File: config.mk
export PLATFORM = sky130hd
export DESIGN_NAME = dma_irq_vector
export DESIGN_NICKNAME = d
export VERILOG_FILES = /design/src/rtl/ivu_pkg.sv /design/src/rtl/ivu_lowest.sv /design/src/rtl/ivu_chan_bank.sv /design/src/rtl/ivu_irq_ctrl.sv /design/src/rtl/dma_irq_vector.sv
export SDC_FILE = /design/constraint.sdc
export NUM_CORES = 1
export LEC_CHECK = 0
export BUFFER_PORTS_ARGS = -buffer_cell sky130_fd_sc_hd__buf_4
export CAP_MARGIN = 20
export CORE_UTILIZATION = 48
export CTS_CLUSTER_DIAMETER = 60
export DETAILED_ROUTE_END_ITERATION = 12
export GPL_TIMING_DRIVEN = 0
export PLACE_DENSITY = 0.91
export SLEW_MARGIN = 15
export SYNTH_ARGS = -nofsm -noshare
export SYNTH_HDL_FRONTEND = slang
export SYNTH_SLANG_ARGS = --single-unit
File: constraint.sdc
create_clock -name clk -period 2.76 [get_ports clk]
set_clock_uncertainty 0.1 [all_clocks]
set_input_delay 0.276 -clock clk [delete_from_list [all_inputs] [get_ports clk]]
set_output_delay 0.276 -clock clk [all_outputs]
set_load 0.02 [all_outputs]
File: src/rtl/ivu_pkg.sv
package ivu_pkg;
  localparam int VEC_W       = 32;
  localparam int FIELD_W     = 3;
  localparam int TX_IDX_LSB  = 0;
  localparam int RX_IDX_LSB  = 8;
  localparam int TX_FLAG_BIT = 16;
  localparam int RX_FLAG_BIT = 17;
  localparam int HE_FLAG_BIT = 18;
  localparam int ST_FLAG_BIT = 19;
  localparam int MISC_N      = 2;
  localparam int MISC_HE     = 0;
  localparam int MISC_ST     = 1;
endpackage

File: src/rtl/ivu_lowest.sv
module ivu_lowest #(
  parameter int N = 8,
  parameter int W = 3
) (
  input  logic [N-1:0] req,
  output logic         found,
  output logic [W-1:0] idx
);
  always_comb begin
    found = 1'b0;
    idx   = '0;
    for (int i = N - 1; i >= 0; i--) begin
      if (req[i]) begin
        found = 1'b1;
        idx   = W'(i);
      end
    end
  end
endmodule

File: src/rtl/ivu_chan_bank.sv
module ivu_chan_bank #(
  parameter int N = 8,
  parameter int W = 3
) (
  input  logic         clk,
  input  logic         rst_n,
  input  logic [N-1:0] evt,
  input  logic [N-1:0] en_set,
  input  logic [N-1:0] en_clr,
  input  logic         ack_we,
  input  logic [W-1:0] ack_ch,
  output logic [N-1:0] pend_o,
  output logic [N-1:0] en_o,
  output logic         act_any,
  output logic [W-1:0] act_idx
);
  localparam logic [N-1:0] ONE = {{(N-1){1'b0}}, 1'b1};

  logic [N-1:0] pend_q, en_q, ack_vec, active;

  assign ack_vec = ack_we ? (ONE << ack_ch) : '0;

  always_ff @(posedge clk) begin
    if (!rst_n) begin
      pend_q <= '0;
      en_q   <= '0;
    end else begin
      pend_q <= (pend_q & ~ack_vec) | evt;
      en_q   <= (en_q | en_set) & ~en_clr;
    end
  end

  assign active = pend_q & en_q;
  assign pend_o = pend_q;
  assign en_o   = en_q;

  ivu_lowest #(.N(N), .W(W)) u_low (
    .req   (active),
    .found (act_any),
    .idx   (act_idx)
  );
endmodule

File: src/rtl/ivu_irq_ctrl.sv
module ivu_irq_ctrl (
  input  logic clk,
  input  logic rst_n,
  input  logic any_active,
  input  logic eoi_we,
  output logic irq
);
  logic irq_q, gap_q;

  always_ff @(posedge clk) begin
    if (!rst_n) begin
      irq_q <= 1'b0;
      gap_q <= 1'b0;
    end else if (eoi_we) begin
      irq_q <= 1'b0;
      gap_q <= 1'b1;
    end else if (gap_q) begin
      gap_q <= 1'b0;
    end else if (any_active) begin
      irq_q <= 1'b1;
    end
  end

  assign irq = irq_q;
endmodule

File: src/rtl/dma_irq_vector.sv
module dma_irq_vector
  import ivu_pkg::*;
#(
  parameter int N_CH = 8,
  localparam int CH_W = (N_CH > 1) ? $clog2(N_CH) : 1
) (
  input  logic              clk,
  input  logic              rst_n,
  input  logic [N_CH-1:0]   tx_done,
  input  logic [N_CH-1:0]   rx_done,
  input  logic              host_err,
  input  logic              stat_evt,
  input  logic [N_CH-1:0]   tx_en_set,
  input  logic [N_CH-1:0]   tx_en_clr,
  input  logic [N_CH-1:0]   rx_en_set,
  input  logic [N_CH-1:0]   rx_en_clr,
  input  logic              misc_en_we,
  input  logic [1:0]        misc_en_val,
  input  logic              tx_ack_we,
  input  logic [CH_W-1:0]   tx_ack_ch,
  input  logic              rx_ack_we,
  input  logic [CH_W-1:0]   rx_ack_ch,
  input  logic [1:0]        misc_ack,
  input  logic              eoi_we,
  output logic [VEC_W-1:0]  vector,
  output logic              irq
);
  logic [N_CH-1:0]   tx_pend, tx_en, rx_pend, rx_en;
  logic              tx_any, rx_any;
  logic [CH_W-1:0]   tx_idx, rx_idx;
  logic [MISC_N-1:0] misc_pend_q, misc_en_q, misc_act, misc_evt;

  ivu_chan_bank #(.N(N_CH), .W(CH_W)) u_tx (
    .clk, .rst_n,
    .evt     (tx_done),
    .en_set  (tx_en_set),
    .en_clr  (tx_en_clr),
    .ack_we  (tx_ack_we),
    .ack_ch  (tx_ack_ch),
    .pend_o  (tx_pend),
    .en_o    (tx_en),
    .act_any (tx_any),
    .act_idx (tx_idx)
  );

  ivu_chan_bank #(.N(N_CH), .W(CH_W)) u_rx (
    .clk, .rst_n,
    .evt     (rx_done),
    .en_set  (rx_en_set),
    .en_clr  (rx_en_clr),
    .ack_we  (rx_ack_we),
    .ack_ch  (rx_ack_ch),
    .pend_o  (rx_pend),
    .en_o    (rx_en),
    .act_any (rx_any),
    .act_idx (rx_idx)
  );

  assign misc_evt[MISC_HE] = host_err;
  assign misc_evt[MISC_ST] = stat_evt;

  always_ff @(posedge clk) begin
    if (!rst_n) begin
      misc_pend_q <= '0;
      misc_en_q   <= '0;
    end else begin
      misc_pend_q <= (misc_pend_q & ~misc_ack) | misc_evt;
      if (misc_en_we) misc_en_q <= misc_en_val;
    end
  end

  assign misc_act = misc_pend_q & misc_en_q;

  always_comb begin
    vector = '0;
    vector[TX_FLAG_BIT] = tx_any;
    vector[RX_FLAG_BIT] = rx_any;
    vector[HE_FLAG_BIT] = misc_act[MISC_HE];
    vector[ST_FLAG_BIT] = misc_act[MISC_ST];
    vector[TX_IDX_LSB +: FIELD_W] = FIELD_W'(tx_idx);
    vector[RX_IDX_LSB +: FIELD_W] = FIELD_W'(rx_idx);
  end

  ivu_irq_ctrl u_irq (
    .clk, .rst_n,
    .any_active (tx_any | rx_any | (|misc_act)),
    .eoi_we     (eoi_we),
    .irq        (irq)
  );
endmodule

==> metrics.cfg <==
[yosys]
synth_seq_cells = 38
synth_edf_count = 0
syn_avg_cell_area_um2 = 8.60
ys.flop_type = dfxtp_1
ys_seq_area_share_pct = 41.9
synth_area_um2 = 1820
yosys_warnings = 0
synthTopCellsByCount = dfxtp_1, buf_4, nor2b_1
synth_top_cell_area_share_pct = 41.9
ys_top_cells_by_area = dfxtp_1, buf_4, nor2b_1
postSynthCellCount = 211
synth_area_leader_cell = dfxtp_1
yosysMostFrequentCell = dfxtp_1
synth-async-reset-ratio_pct = 0
synth_cell_types = 29

[clock_tree]
numCtsBuffers = 5
clock_latency_ps = 280
cts_setup_buffers = 0
cts-root-buf = clkbuf_8
clock_sinks = 38
cts-resized-gates = 0
cts.htree.levels = 2
cts.reportedPaths.clkPinSlew_ps = 70
cts_tree = built
postCtsHoldBufs = 0
cts.path.max_buffers = 2

[min_path]
min_path_type = in2reg

[drt]
drc_errors = 0
post_drt_wl_per_cell_um = 11.7
vias = 1725
viasPerCell = 4.78
totalWireLength_um = 4240
dr.pass1.iters = 4
drt_iter0_markers = 96
ant_nets = 0

[place]
placed_cell_area_um2 = 2510
placement.io_buffers = 75
place_ws_ps = 1160
dp.final_hpwl_um = 3380
place_congestion = 0.806

[final_layout]
stdcell_area_um2 = 2620
areaGrowthSynthToFinish_pct = 44.5
n_antenna_cell = 0
nNetsFinal = 380
drive_gt1_share_pct = 36.5

[timing]
period_needed_ps = 1910
setup_viol_count_final = 0
hold_viol_final = 0
fin_ws_ps = 853
rsz0062_at_grt = false
setup-tns-final_ps = 0
slew_violations = 0
fmax_ghz = 0.524
fin_crit_sh_pct = 69.1

[die]
dieArea_um2 = 4030
fp-row-count = 21
die_h_um = 63.5
io_pins = 99
floorplan.initialDensity_pct = 52.3
core_um2 = 3470
dieWidth_um = 63.5

[power]
p_per_area_nw_per_um2 = 511
power_leakage_nw = 1.29
ir_drop_v = 0.000403

[global_route]
antenna_found_initial = 0
grt_overflow_total = 0
grt_pass1_vias = 1607
grt_max_degree = 13
track_usage_pct = 21.8
grt_pass1_wl_um = 6900

[setup_path]
r2r_setup_slack_ps = 1460
cp_max_fo = 3
cp-end-kind = output pin
critPathLaunchType = flip-flop
cp.arrival_ps = 1530
critical_path_class = reg2out
required_ps = 2380

[status]
outcome = complete, no violations

[job]
maxCapViolations = 0

==> state kept, by name, summed over array words and instances, names as in the netlist <==
| name | flops |
|---|---|
| u_irq.irq | 1 |
| u_tx.en_o | 8 |
| u_tx.pend_o | 8 |
| misc_pend_q | 2 |
| u_rx.en_o | 8 |
| misc_en_q | 2 |
| u_rx.pend_o | 8 |
| u_irq.gap_q | 1 |
==> cells in the final DEF (no fill, tap or decap), drive strengths merged <==
cell | Yosys | final
dfxtp | 38 | 38
nand3 | 10 | 10
or2 | 2 | 2
o21ai | 2 | 2
nand3b | 1 | 1
nor2b | 24 | 24
nand2 | 22 | 22
nand2b | 3 | 3
nor3b | 16 | 16
nor4 | 1 | 1
conb | 1 | 22
nor2 | 18 | 18
mux2i | 2 | 2
clkbuf | 2 | 7
and2 | 3 | 3
a32o | 2 | 2
a21oi | 19 | 19
nand4 | 2 | 2
bufinv | 0 | 1
clkinv | 0 | 2
a31oi | 2 | 2
inv | 2 | 2
nor3 | 1 | 1
a22oi | 8 | 8
o21a | 4 | 4
buf | 26 | 101
==> stage by stage <==
step | utilization [%] | hold slack, ps | cells | power (W)
after floorplan | - | 252 | 232 | 0.000773
after global placement | 72.5 | 337 | 353 | 0.000887
after detailed placement | 72.5 | 339 | 353 | 0.000894
after CTS | 75.6 | 33.4 | 361 | 0.00134
after global routing | 75.6 | 24.8 | 361 | 0.00140
final | 75.6 | 38.2 | 361 | 0.00134
==> metal layers <==
layer / wire [um] / track usage (%)
met5: 0 / 0
met3: 312 / 7.07
met1: 1730 / 25.1
met2: 2140 / 37.6
met4: 62 / 7.39
==> cell type report <==
type	count	area (um2)
clock buffer	5	68.8
buffer	28	198
inverter	2	7.51
clock inverter	3	40.0
timing repair buffer	75	563
tap	46	57.6
multi-input combinational	164	928
sequential	38	761
fill	279	845
==> cells by family after synthesis <==
kind of cell           synth area share (%)
AO/OA/AOI/OAI                          14.3
buffers and inverters                  11.3
flip-flops                             41.9
multiplexers                           1.10
other                                 0.207
AND/OR/NAND/NOR                        31.2
==> worst paths after layout <==
| path | startpoint | endpoint | depth (start not counted) |
|---|---|---|---|
| max | u_rx.en_o[5]$_SDFF_PN0_ | vector[17] | 5 |
| min | rx_en_clr[0] | u_rx.en_o[0]$_SDFF_PN0_ | 2 |
| min reg2reg | u_tx.en_o[0]$_SDFF_PN0_ | u_tx.en_o[0]$_SDFF_PN0_ | 2 |
| max reg2reg | u_rx.en_o[5]$_SDFF_PN0_ | u_irq.irq$_SDFFE_PP0P_ | 4 |
==> report_power, final <==
group	internal, W	total, W	switching (W)
Clock	0.000266	0.000456	0.000191
Combinational	0.000150	0.000273	0.000123
Sequential	0.000582	0.000610	0.0000280
Total	0.000998	0.00134	0.000341
==> critical path, stage by stage (launching register included) <==
cell	delay, ps
dfxtp_1	330
a22oi_1	270
nand2_1	120
or2_1	240
buf_4	130
buf_4	140
Power figures use the tool's default switching activity.
